===== config.mk =====
export PLATFORM = sky130hd
export DESIGN_NAME = shadow_bank_mapper
export DESIGN_NICKNAME = d
export VERILOG_FILES = /design/src/rtl/shadow_bank_mapper.sv
export SDC_FILE = /design/constraint.sdc
export NUM_CORES = 1
export LEC_CHECK = 0
export BUFFER_PORTS_ARGS = -buffer_cell sky130_fd_sc_hd__buf_4
export CAP_MARGIN = 20
export CORE_AREA = 5 5 45 47
export CTS_CLUSTER_SIZE = 24
export DETAILED_ROUTE_END_ITERATION = 7
export DIE_AREA = 0 0 50 52
export HOLD_SLACK_MARGIN = 0.03
export PLACE_DENSITY = 0.8
export SYNTH_ARGS = -nofsm -noshare
export SYNTH_HDL_FRONTEND = slang
export SYNTH_SLANG_ARGS = --single-unit

===== constraint.sdc =====
create_clock -name clk -period 4.3 [get_ports clk]
set_clock_uncertainty 0.2 [all_clocks]
set_input_delay 1.075 -clock clk [delete_from_list [all_inputs] [get_ports clk]]
set_output_delay 1.075 -clock clk [all_outputs]
set_load 0.05 [all_outputs]

===== src/rtl/shadow_bank_mapper.sv =====
module shadow_bank_mapper #(
  parameter int ADDR_W  = 16,
  parameter int REGION_W = 14
) (
  input  logic              clk,
  input  logic              rst_n,
  input  logic              io_wr,
  input  logic [7:0]        io_wdata,
  input  logic [ADDR_W-1:0] cpu_addr,
  output logic [1:0]        rd_sel,
  output logic [ADDR_W-1:0] rd_off,
  output logic              wr_ram,
  output logic [ADDR_W-1:0] wr_off,
  output logic              video_en
);
  localparam logic [1:0] SEL_RAM   = 2'd0;
  localparam logic [1:0] SEL_BIOS  = 2'd1;
  localparam logic [1:0] SEL_BASIC = 2'd2;
  localparam logic [1:0] SEL_NONE  = 2'd3;

  logic [2:0] map_q;
  logic       boot_q;
  logic [1:0] region;

  always_ff @(posedge clk or negedge rst_n) begin
    if (!rst_n) begin
      map_q  <= 3'b111;
      boot_q <= 1'b1;
    end else if (io_wr) begin
      map_q  <= io_wdata[2:0];
      boot_q <= 1'b0;
    end
  end

  assign region   = cpu_addr[ADDR_W-1 -: 2];
  assign wr_off   = cpu_addr;
  assign video_en = !boot_q && map_q[2];

  always_comb begin
    rd_sel = SEL_RAM;
    rd_off = cpu_addr;
    wr_ram = 1'b1;
    if (boot_q) begin
      rd_sel = SEL_BIOS;
      rd_off = ADDR_W'(cpu_addr[REGION_W-1:0]);
      wr_ram = 1'b0;
    end else begin
      case (region)
        2'd0: if (!map_q[0]) begin
          rd_sel = SEL_BASIC;
          rd_off = ADDR_W'(cpu_addr[REGION_W-1:0]);
        end
        2'd1: if (!map_q[1]) begin
          if (map_q[0]) begin
            rd_sel = SEL_BIOS;
            rd_off = ADDR_W'(cpu_addr[REGION_W-1:0]);
          end else begin
            rd_sel = SEL_BASIC;
            rd_off = ADDR_W'(cpu_addr[REGION_W:0]);
          end
        end
        2'd2: if (map_q[2]) begin
          rd_sel = SEL_NONE;
          rd_off = '0;
          wr_ram = 1'b0;
        end
        default: ;
      endcase
    end
  end

  p_boot_bios_r2: assert property (@(posedge clk) disable iff (!rst_n)
    boot_q |-> (rd_sel == SEL_BIOS && !wr_ram && !video_en));
  p_low_write_ram_r7: assert property (@(posedge clk) disable iff (!rst_n)
    (!boot_q && !cpu_addr[ADDR_W-1]) |-> (wr_ram && wr_off == cpu_addr));
  p_top_ram_r9: assert property (@(posedge clk) disable iff (!rst_n)
    (!boot_q && region == 2'd3) |-> (rd_sel == SEL_RAM && wr_ram && rd_off == cpu_addr));
  p_load_low_bits_r3: assert property (@(posedge clk) disable iff (!rst_n)
    io_wr |=> (map_q == $past(io_wdata[2:0]) && !boot_q));
  p_hold_map_r4: assert property (@(posedge clk) disable iff (!rst_n)
    !io_wr |=> ($stable(map_q) && $stable(boot_q)));
  p_video_sink_r8: assert property (@(posedge clk) disable iff (!rst_n)
    (video_en && region == 2'd2) |-> (rd_sel == SEL_NONE && !wr_ram));
  p_dummy_only_mid_r1: assert property (@(posedge clk) disable iff (!rst_n)
    (rd_sel == SEL_NONE) |-> (region == 2'd2 && rd_off == '0));
endmodule


; Word level (Yosys, flattened, before mapping)
; Index checks and enable logic that the tools add are counted.
[word_totals]
regBits = 4
input_bits = 27
output_inout_bits = 36
elab_cells = 22
[op_classes]
eq_ne = 2
muxes = 15
n_reduce_logical = 3
[ops]
columns = cell, n
row1 = $mux W16, 4
row2 = $pmux W16 S3, 1
row3 = $mux W15, 1
row4 = $mux W2, 5
row5 = $pmux W2 S3, 1
row6 = $mux W1, 3
row7 = $eq A2 B1 Y1 const B, 1
row8 = $eq A2 B2 Y1 const B, 1
row9 = $logic_not A2 Y1, 1
row10 = $logic_and A1 B1 Y1, 1
row11 = $logic_not A1 Y1, 1

; Logic depth before layout (Yosys ltp)
[logic_depth]
depth_word = 4
mapped_depth = 3
depth_no_buf = 2

; Worst setup path after synthesis
; OpenSTA, ideal clock, no wires.
[synth_timing]
kind = input -> output
startpoint = input cpu_addr[14]
endpoint = output rd_off[15]
t_arrival_ns = 2.276
t_required_ns = 3.025
setup_slack_ns = 0.749
stages = 2
n_path_buf = 0
cell_sequence = nor2b_1 -> nor3b_1
[synth_via]
elab_chain_len = 3
word_cells_on_any_way = 5
cone_classes = 2 x eq/ne / 2 x mux / 1 x reduce/logical
[synth_rtl]
columns = element, line
row1 = from (decl), 9  ; input logic [ADDR_W-1:0] cpu_addr,
row2 = "$eq A2 B2 Y1, or another cell as far along", 48  ; case (region)
row3 = $pmux W16 S3 (*), 48
row4 = $mux W16 (*), 43  ; if (boot_q) begin
row5 = to (decl), 11  ; output logic [ADDR_W-1:0] rd_off,
; Mark *: on every way between the ends. The rest lies on a longest branch, timed or not.

; Worst setup path after layout
[layout_timing]
startpoint = input cpu_addr[14]
endpoint = output rd_off[3]
; The elaborated chain is that of the path after synthesis.

==> metrics.csv <==
stage,metric,value,unit
synthesis,mapped cell area,499.2,µm²
clocking,H-tree level count,1,
clocking,CTS Buffer Depth,2,
hold_path,hold path startpoint,boot_q,
hold_path,Hold Crit Class,reg -> reg,
sta,Worst-Margin Slew,0.2726,ns
synthesis,Mapped Cells,50,
final_layout,final core occ,51.78,%
drt,antenna-violating nets left,0,
setup_path,reg2reg start,boot_q,
final_layout,Final Net Count,122,
drt,vias per cell,4.636,
placement,placed cell areas,813.3,µm²
synthesis,sequential fraction of the synthesis area,21.05,%
setup_path,WP buf/inv,2,
die,Site Rows,15,
synthesis,synth warn,0,
final_layout,share of layout cells above drive strength 1,83.87,%
placement,Placer Congestion,0.7208,
clocking,setup bufs post-CTS,0,
setup_path,CP max-delay cell,and4bb_4,
setup_path,CP Class,in -> out,
drt,DR iter-0 viols,2,
setup_path,WP data arrival,2.13,ns
setup_path,Critical Path RT,3.02,ns
drt,"wirelength, routed",1493,µm
grt,global-route wire length before repair,2421,µm
setup_path,Most common cell on crit path,buf_4,
die,die width,50,µm
hold_path,Hold Path Stages,1,
die,io pins,63,
pwr,Final Power,0.2482,mW
clocking,Skew-Pair Late Insertion Delay,0.24,ns
final_layout,"Non-Filler Cell Area, Final",835.8,µm²
placement,post-detail-place hpwl,1301,µm
setup_path,R2R Setup Slk,3.29,ns
hold_path,hold worst-path end,boot_q,
grt,antenna violations before repair,0,
die,die footprint,0.002600,mm²
setup_path,Critical Path Fanout Max,14,
sta,f_max,0.2938,GHz
pwr,Peak supply drop,0.0001797,V
sta,fin crit share,79.16,%
final_layout,area delta synth->final,67.42,%
clocking,post-cts gate resize count,0,
grt,vias in the first global route,548,
clocking,Hold Buf Count CTS,0,
drt,post-DR wirelength/cell,13.57,µm
flow_run,maxcap violations,0,
clocking,CTS root buffer,clkbuf_4,
setup_path,worst-path cell chain,"buf_4, and4bb_4, and2b_1, buf_4",
setup_path,CP top delay family,simple AND/OR/NAND/NOR gates,
die,core area,0.001614,mm²
grt,largest net degree at the start of global routing,15,
die,initial core utilization,30.93,%
drt,# DRC,0,
drt,drt pass-1 iters,2,
synthesis,syn nets,77,
setup_path,cells on worst reg2reg path,1,
sta,final setup vio count,0,
run_status,run status,finished clean,
sta,Final min period,3.404,ns
pwr,Leak,0.4359,nW
drt,Vias,510,
synthesis,mean area per synthesized cell,9.985,µm²
sta,Relative slew margins,81.83,%
clocking,CTS tree,yes,
pwr,Pwr per Cell Area,297.0,mW/mm²
clocking,Num CTS Buffers,3,
synthesis,Synth cell types,14,
synthesis,Synth Register Bits,4,
clocking,CTS sink count,4,
final_layout,ant diodes,0,
sta,setup TNS,0,ns
setup_path,CP startpoint kind,input pin,
grt,grt ovf,0,
placement,port bufs,57,
sta,final hold viol count,0,
setup_path,CP max stage delay,0.51,ns
die,Die Y,52,µm
grt,Total GRT Usage,11.93,%
clocking,clock slew at reported path FFs,0.03,ns
setup_path,reg2reg end,boot_q,
sta,Slew Limit Fails,0,
setup_path,kind of end point of the critical path,output port,
sta,RSZ-0062 raised after global routing,false,
setup_path,critical path startpoint,cpu_addr[14],
-- power by group --
group          switching [mW]  internal, mW
Clock                  0.0165        0.0313
Combinational           0.101        0.0534
Sequential            0.00284        0.0430
-- worst max path at each step --
stage / end / slack (ns) / cells after the start
2_1_floorplan: rd_off[15] / 0.75 / 2
3_3_place_gp: rd_off[3] / 0.90 / 4
3_5_place_dp: rd_off[3] / 0.88 / 4
4_1_cts: rd_off[3] / 0.88 / 4
5_1_grt: rd_off[0] / 0.86 / 4
6_report: rd_off[3] / 0.90 / 4
-- per-stage QoR --
| step | std cells | hold slack, ns | worst slack (ns) |
|---|---|---|---|
| global route | 110 | 0.3552 | 0.8572 |
| finish | 110 | 0.3376 | 0.8961 |
| global placement | 107 | 0.3234 | 0.9009 |
| CTS | 110 | 0.3397 | 0.8830 |
| floorplan | 50 | 0.2994 | 0.7494 |
| detailed placement | 107 | 0.3312 | 0.8834 |
-- layout by cell type, fill, tap and decap left out --
cell and instances:
nor3b_1 3, a21oi_1 2, a211o_1 1, a221o_1 1
nand3b_1 1, nor2b_4 3, nor2b_1 4, mux2_2 3
clkbuf_4 3, dfstp_2 4, and2b_1 3, buf_4 57
nor2b_2 7, and4bb_4 1
-- per-layer routing --
layer  part of all wire [%]  wire (µm)  GRT usage, %
met3                     21        316         6.877
met2                     43        643         20.08
met5                      0          0             0
met1                     33        496         10.71
met4                    2.4         36         7.860
-- sequential cells by signal, indices dropped and copies added (netlist names) --
signal,count
map_q,3
boot_q,1
-- Yosys cell counts --
library cell	count	area, µm²
a211o_1	1	8.760
a21oi_1	2	10.01
a221o_1	1	10.01
and2b_1	3	22.52
and4bb_4	1	16.27
buf_4	16	120.1
buf_8	1	15.01
dfstp_2	4	105.1
mux2_2	3	33.78
nand3b_1	1	7.510
nor2b_1	4	25.02
nor2b_2	7	61.31
nor2b_4	3	41.29
nor3b_1	3	22.52
-- layout make-up --
type / instances / area [µm²]
clock buffer: 3 / 22.52
fill: 166 / 778.2
multi-input combinational: 29 / 259.0
sequential: 4 / 105.1
tap: 17 / 21.27
timing repair buffer: 57 / 427.9
-- logic make-up after synthesis --
logic type | share of synthesized area, %
buffers and inverters | 27.07
and+or+nand+nor | 39.35
muxes | 6.766
AOI/OAI and AO/OA | 5.765
DFF | 21.05
No activity file was read; power rests on OpenSTA's default activity.
